[src/rtl/irq_bank_pkg.sv]
package irq_bank_pkg;

  localparam int COR_BIT = 0;

  typedef enum logic [2:0] {
    REG_ST0,
    REG_ST1,
    REG_MK0,
    REG_MK1,
    REG_EDGE,
    REG_CTRL,
    REG_NONE
  } reg_region_e;

  function automatic int status_bytes(input int n);
    return (n + 7) / 8;
  endfunction

  function automatic int edge_bytes(input int n);
    return (2 * n + 7) / 8;
  endfunction

endpackage

[src/rtl/irq_edge_unit.sv]
module irq_edge_unit #(
  parameter int N_SRC = 18,
  parameter int EB    = 5
) (
  input  logic               clk_i,
  input  logic               rst_ni,
  input  logic [N_SRC-1:0]   src_i,
  input  logic [EB-1:0]      wr_be_i,
  input  logic [7:0]         wdata_i,
  output logic [2*N_SRC-1:0] sel_o,
  output logic [N_SRC-1:0]   ev_o
);

  logic [2*N_SRC-1:0] sel_q, sel_n;
  logic [N_SRC-1:0]   prev_q;

  always_comb begin
    sel_n = sel_q;
    for (int i = 0; i < 2 * N_SRC; i++) begin
      if (wr_be_i[i / 8]) sel_n[i] = wdata_i[i % 8];
    end
  end

  always_ff @(posedge clk_i or negedge rst_ni) begin
    if (!rst_ni) begin
      sel_q  <= '0;
      prev_q <= '0;
    end else begin
      sel_q  <= sel_n;
      prev_q <= src_i;
    end
  end

  for (genvar i = 0; i < N_SRC; i++) begin : g_src
    logic rise, fall;
    assign rise    = src_i[i] & ~prev_q[i];
    assign fall    = ~src_i[i] & prev_q[i];
    assign ev_o[i] = (sel_q[2*i+1] & rise) | (sel_q[2*i] & fall);
  end

  assign sel_o = sel_q;

endmodule

[src/rtl/irq_line_slice.sv]
module irq_line_slice #(
  parameter int N_SRC = 18,
  parameter int NB    = 3
) (
  input  logic             clk_i,
  input  logic             rst_ni,
  input  logic [N_SRC-1:0] ev_i,
  input  logic [N_SRC-1:0] clr_i,
  input  logic [NB-1:0]    mk_be_i,
  input  logic [7:0]       wdata_i,
  output logic [N_SRC-1:0] st_o,
  output logic [N_SRC-1:0] mk_o,
  output logic             irq_no
);

  logic [N_SRC-1:0] st_q, st_n, mk_q, mk_n;

  always_comb begin
    st_n = (st_q & ~clr_i) | ev_i;
    mk_n = mk_q;
    for (int i = 0; i < N_SRC; i++) begin
      if (mk_be_i[i / 8]) mk_n[i] = wdata_i[i % 8];
    end
  end

  always_ff @(posedge clk_i or negedge rst_ni) begin
    if (!rst_ni) begin
      st_q <= '0;
      mk_q <= '1;
    end else begin
      st_q <= st_n;
      mk_q <= mk_n;
    end
  end

  assign st_o   = st_q;
  assign mk_o   = mk_q;
  assign irq_no = ~|(st_q & ~mk_q);

endmodule

[src/rtl/irq_bank_ctrl.sv]
module irq_bank_ctrl
  import irq_bank_pkg::*;
#(
  parameter int N_SRC  = 18,
  parameter int ADDR_W = 5
) (
  input  logic              clk_i,
  input  logic              rst_ni,
  input  logic [N_SRC-1:0]  src_i,
  input  logic              rd_en_i,
  input  logic              wr_en_i,
  input  logic [ADDR_W-1:0] addr_i,
  input  logic [7:0]        wdata_i,
  output logic [7:0]        rdata_o,
  output logic [1:0]        irq_no
);

  localparam int SB     = status_bytes(N_SRC);
  localparam int EB     = edge_bytes(N_SRC);
  localparam int ST_PAD = SB * 8;
  localparam int EG_PAD = EB * 8;
  localparam logic [ADDR_W-1:0] ST1_BASE  = ADDR_W'(SB);
  localparam logic [ADDR_W-1:0] MK0_BASE  = ADDR_W'(2 * SB);
  localparam logic [ADDR_W-1:0] MK1_BASE  = ADDR_W'(3 * SB);
  localparam logic [ADDR_W-1:0] EDGE_BASE = ADDR_W'(4 * SB);
  localparam logic [ADDR_W-1:0] CTRL_ADDR = ADDR_W'(4 * SB + EB);

  // reset: asserted asynchronously, released on the clock
  logic [1:0] rst_sync_q;
  logic       rst_n;
  always_ff @(posedge clk_i or negedge rst_ni) begin
    if (!rst_ni) rst_sync_q <= '0;
    else         rst_sync_q <= {rst_sync_q[0], 1'b1};
  end
  assign rst_n = rst_sync_q[1];

  // address decode
  reg_region_e       region;
  logic [ADDR_W-1:0] offs;
  always_comb begin
    region = REG_NONE;
    offs   = '0;
    if (addr_i < ST1_BASE) begin
      region = REG_ST0;  offs = addr_i;
    end else if (addr_i < MK0_BASE) begin
      region = REG_ST1;  offs = addr_i - ST1_BASE;
    end else if (addr_i < MK1_BASE) begin
      region = REG_MK0;  offs = addr_i - MK0_BASE;
    end else if (addr_i < EDGE_BASE) begin
      region = REG_MK1;  offs = addr_i - MK1_BASE;
    end else if (addr_i < CTRL_ADDR) begin
      region = REG_EDGE; offs = addr_i - EDGE_BASE;
    end else if (addr_i == CTRL_ADDR) begin
      region = REG_CTRL;
    end
  end

  logic [1:0][SB-1:0] st_rd_hit, st_wr_hit, mk_wr_hit;
  logic [EB-1:0]      edge_wr_hit;
  logic               ctrl_wr_hit;
  always_comb begin
    for (int b = 0; b < SB; b++) begin
      st_rd_hit[0][b] = rd_en_i && region == REG_ST0 && offs == ADDR_W'(b);
      st_rd_hit[1][b] = rd_en_i && region == REG_ST1 && offs == ADDR_W'(b);
      st_wr_hit[0][b] = wr_en_i && region == REG_ST0 && offs == ADDR_W'(b);
      st_wr_hit[1][b] = wr_en_i && region == REG_ST1 && offs == ADDR_W'(b);
      mk_wr_hit[0][b] = wr_en_i && region == REG_MK0 && offs == ADDR_W'(b);
      mk_wr_hit[1][b] = wr_en_i && region == REG_MK1 && offs == ADDR_W'(b);
    end
    for (int b = 0; b < EB; b++) begin
      edge_wr_hit[b] = wr_en_i && region == REG_EDGE && offs == ADDR_W'(b);
    end
    ctrl_wr_hit = wr_en_i && region == REG_CTRL;
  end

  // acknowledge mode
  logic cor_q, cor_n;
  always_comb cor_n = ctrl_wr_hit ? wdata_i[COR_BIT] : cor_q;
  always_ff @(posedge clk_i or negedge rst_n) begin
    if (!rst_n) cor_q <= 1'b0;
    else        cor_q <= cor_n;
  end

  // edge detection shared by both lines
  logic [2*N_SRC-1:0] sel_w;
  logic [N_SRC-1:0]   ev_w;
  irq_edge_unit #(.N_SRC(N_SRC), .EB(EB)) edge_i (
    .clk_i   (clk_i),
    .rst_ni  (rst_n),
    .src_i   (src_i),
    .wr_be_i (edge_wr_hit),
    .wdata_i (wdata_i),
    .sel_o   (sel_w),
    .ev_o    (ev_w)
  );

  // per-line status and mask
  logic [1:0][N_SRC-1:0] st_w, mk_w, st_clr;
  always_comb begin
    for (int l = 0; l < 2; l++) begin
      for (int i = 0; i < N_SRC; i++) begin
        st_clr[l][i] = cor_q ? (st_rd_hit[l][i / 8] & st_w[l][i])
                             : (st_wr_hit[l][i / 8] & wdata_i[i % 8]);
      end
    end
  end

  for (genvar l = 0; l < 2; l++) begin : g_line
    irq_line_slice #(.N_SRC(N_SRC), .NB(SB)) line_i (
      .clk_i   (clk_i),
      .rst_ni  (rst_n),
      .ev_i    (ev_w),
      .clr_i   (st_clr[l]),
      .mk_be_i (mk_wr_hit[l]),
      .wdata_i (wdata_i),
      .st_o    (st_w[l]),
      .mk_o    (mk_w[l]),
      .irq_no  (irq_no[l])
    );
  end

  // read path
  logic [1:0][ST_PAD-1:0] st_p, mk_p;
  logic [EG_PAD-1:0]      sel_p;
  assign st_p[0] = ST_PAD'(st_w[0]);
  assign st_p[1] = ST_PAD'(st_w[1]);
  assign mk_p[0] = ST_PAD'(mk_w[0]);
  assign mk_p[1] = ST_PAD'(mk_w[1]);
  assign sel_p   = EG_PAD'(sel_w);

  logic [7:0] rd_byte, rdata_q, rdata_n;
  always_comb begin
    rd_byte = '0;
    case (region)
      REG_ST0, REG_ST1: begin
        for (int b = 0; b < SB; b++)
          if (offs == ADDR_W'(b)) rd_byte = st_p[region == REG_ST1][b*8 +: 8];
      end
      REG_MK0, REG_MK1: begin
        for (int b = 0; b < SB; b++)
          if (offs == ADDR_W'(b)) rd_byte = mk_p[region == REG_MK1][b*8 +: 8];
      end
      REG_EDGE: begin
        for (int b = 0; b < EB; b++)
          if (offs == ADDR_W'(b)) rd_byte = sel_p[b*8 +: 8];
      end
      REG_CTRL: rd_byte = {7'b0, cor_q};
      default:  rd_byte = '0;
    endcase
    rdata_n = rd_en_i ? rd_byte : rdata_q;
  end

  always_ff @(posedge clk_i or negedge rst_n) begin
    if (!rst_n) rdata_q <= '0;
    else        rdata_q <= rdata_n;
  end

  assign rdata_o = rdata_q;

endmodule

[config.mk]
export PLATFORM = sky130hd
export DESIGN_NAME = irq_bank_ctrl
export DESIGN_NICKNAME = d
export VERILOG_FILES = /design/src/rtl/irq_bank_pkg.sv /design/src/rtl/irq_edge_unit.sv /design/src/rtl/irq_line_slice.sv /design/src/rtl/irq_bank_ctrl.sv
export SDC_FILE = /design/constraint.sdc
export NUM_CORES = 1
export LEC_CHECK = 0
export BUFFER_PORTS_ARGS = -buffer_cell sky130_fd_sc_hd__buf_2
export CAP_MARGIN = 20
export CORE_UTILIZATION = 40
export DETAILED_ROUTE_END_ITERATION = 16
export HOLD_SLACK_MARGIN = 0.02
export PLACE_DENSITY = 0.56
export SETUP_SLACK_MARGIN = 0.1
export SKIP_CTS_REPAIR_TIMING = 1
export SLEW_MARGIN = 25
export SYNTH_ARGS = -nofsm -noshare
export SYNTH_HDL_FRONTEND = slang
export SYNTH_SLANG_ARGS = --single-unit
[constraint.sdc]
create_clock -name clk_i -period 7.16 [get_ports clk_i]
set_input_delay 0.358 -clock clk_i [delete_from_list [all_inputs] [get_ports clk_i]]
set_output_delay 0.358 -clock clk_i [all_outputs]
set_load 0.01 [all_outputs]
==> reports/qor.csv <==
metric,value,unit
mux cell area share after synthesis,11.66,%
sw frac,31.57,%
peak supply drop,0.0001800,V
Routed Antenna Nets,0,
GP Congestion,0.9506,
Site Rows,49,
Sw Pwr,851.9,uW
"commonest non-fill, non-tap cell in the layout",nand2_1,
Synth Area in Simple Gates,14.16,%
Layout area overhead,13.25,%
largest net degree at the start of global routing,84,
initial core utilization,40.76,%
vias in the first global route,5850,
syn_area_per_cell,10.13,um2
"CTS clk-pin slew, worst paths",60,ps
CTS tree,done,
global-route wire length before repair,34.64,mm
Sink Count,137,
power per standard cell area,326.5,nW/um2
fin. max-slew vios,0,
worst rel slew slack,40.02,%
CP required,7510,ps
kind of critical path,in2reg,
Final #Nets,799,
Sum Neg Setup Slack,0,ps
ys async rst share,100.0,%
largest family of logic cells by synthesized area,compound AO/OA/AOI/OAI gates,
Post-DP HPWL,16.39,mm
"Clk Latency, worst-skew pair",430,ps
Synth Area in Compound Gates,19.10,%
Period minus WS final,3726,ps
Combinational Power Share,21.2,%
pre-CTS setup slack,3048,ps
DR vias/cell,5.958,
Max Clk Rate,268.4,MHz
"Seq/Total Area, Yosys",47.60,%
Crit-path slowest cell,nor2_1,
Post-Syn Area,7297,um2
"FF+latch count, synth",137,
drt wl/cell,22.28,um
share of cells above drive strength 1,28.10,%
"Cell Chain, Critical Path",buf_2 -> inv_1 -> ha_1 -> a21bo_2 -> mux2i_2 -> o21ai_1 -> nand2_1 -> or3_1 -> nor2_1 -> mux2_2,
nature of the critical path endpoint,flip-flop,
Synth Net Count,767,
hold depth,1,
Reg2Reg Depth,3,
drt drc,0,
port bufs,44,
Internal Power,1.847,mW
Most used DFF post-synth,dfrtp_1,
Placement Cell Area,7650,um2
Hold Path Class,in2reg,
final core area utilization,46.16,%
Detailed Route WL,22.15,mm
Seq pwr share,45.5,%
diode count,0,
core area,17900,um2
Yosys cell types,70,
Final period util,52.04,%
DRT Pass-1 Iters,5,
"Max FO, Critical Path",16,
CTS Buf Count,17,
Synth Area in Adders,2.058,%
Ys Warns,0,
Die Y,137.1,um
xor and xnor area share after synthesis,0.1200,%
clock skew,7.157,ps
slowest cell delay on critical path,610,ps
most frequent cells in the layout,"107 x nand2_1, 100 x dfrtp_1, 58 x mux2_2",
RSZ-0062 raised after global routing,no,
R2R setup slack,5250,ps
Hold Fails Final Rpt,0,
"EDFF count, synth",0,
Die Area,18790,um2
Die Span X,137.1,um
number of H-tree levels,4,
setup ws final,3434,ps
GRT overflow,0,
Lkg Pwr,3.492,nW
outcome,"finished, final reports clean",
Critical Path AT,4080,ps
clock network power share,33.3,%
final instance area,8264,um2
# IOs,45,
initial antenna violation count,0,
clk root buf,clkbuf_16,
"Setup violations, final",0,
Mapped Cells,720,
Max Root-Sink Buffers,2,
drt initial violations,615,
Worst Tran Pin Value,896.5,ps
total number of vias,5922,
CP startpoint kind,input pin,
Max Cap Viol,0,
total track usage,25.41,%
## final cells by class
cell class,count,area (um2)
Clock buffer,23,489.2
Clock inverter,9,111.4
Fill cell,1723,9638
Inverter,50,187.7
Multi-Input combinational cell,497,3448
Sequential cell,137,3477
Tap cell,229,286.5
Timing Repair Buffer,49,264.0
## worst max-delay path, delay by kind of cell
kind,cells,cell delay (ps)
and+or+nand+nor,3,1580
AOI/OAI and AO/OA,2,750
adders and majority gates,1,260
buffers and inverters,2,490
muxes,2,630
## cell usage after synthesis, types with 12 or more instances
cell | number | area share, %
o21ai_0 | 46 | 3.2
nor2_1 | 24 | 1.2
inv_1 | 49 | 2.5
a31o_1 | 13 | 1.6
dfstp_2 | 36 | 13
nand3_1 | 16 | 1.1
ha_1 | 12 | 2.1
a21oi_1 | 18 | 1.2
a221oi_1 | 18 | 2.2
clkbuf_1 | 16 | 0.82
nand3b_1 | 18 | 1.9
a31o_2 | 20 | 2.4
dfrtp_1 | 101 | 35
o22ai_1 | 14 | 1.2
nand2_1 | 107 | 5.5
mux2_2 | 58 | 9.0
## cell families after synthesis
family                   count (synthesis)
buffers and inverters                   86
multiplexers                            75
AND/OR/NAND/NOR                        215
other                                    1
flip-flops                             137
adder cells (fa/ha/maj)                 12
XOR/XNOR                                 1
AO/OA/AOI/OAI                          193
## registers in the layout, summed over array words and instances, names as in the netlist
name / flops
g_line.line_i.mk_o: 36
rdata_o: 8
edge_i.sel_o: 36
cor_q: 1
rst_sync_q: 2
edge_i.prev_q: 18
g_line.line_i.st_o: 36
## through the flow
| step | std cells | power (mW) | hold slack, ps |
|---|---|---|---|
| after CTS | 993 | 2.702 | -308.6 |
| after floorplan | 720 | 1.572 | 62.41 |
| final | 994 | 2.699 | 57.45 |
| after global routing | 994 | 2.821 | 47.16 |
| after global placement | 961 | 1.782 | 145.1 |
| after detailed placement | 961 | 1.799 | 143.6 |
## power by group through the flow
stage          registers [mW]  logic (mW)  clock network, mW
2_1_floorplan            1.15       0.419                  0
4_1_cts                  1.22       0.567              0.912
3_3_place_gp             1.23       0.550                  0
5_1_grt                  1.25       0.627              0.940
6_report                 1.23       0.573              0.898
3_5_place_dp             1.23       0.564                  0
## routing by layer
layer	global-route usage [%]	up-vias	routed length, um
met2	39.70	237	10260
met3	4.111	35	1390
met5	0	-	0
li1	-	2669	-
met4	9.280	0	452
met1	35.39	2981	10050
## final timing paths
path / start / endpoint
max in group asynchronous: rst_sync_q[1]$_DFF_PN0_ / edge_i.prev_q[17]$_DFF_PN0_
setup / recovery: addr_i[2] / g_line[1].line_i.mk_o[6]$_DFFE_PN1P_
hold reg to reg: rst_sync_q[0]$_DFF_PN0_ / rst_sync_q[1]$_DFF_PN0_
min in group asynchronous: rst_ni / rst_sync_q[1]$_DFF_PN0_
hold / removal: src_i[5] / edge_i.prev_q[5]$_DFF_PN0_
setup reg to reg: cor_q$_DFFE_PN0P_ / g_line[1].line_i.st_o[2]$_DFF_PN0_
Note: power is estimated with default switching activity, not from simulation.
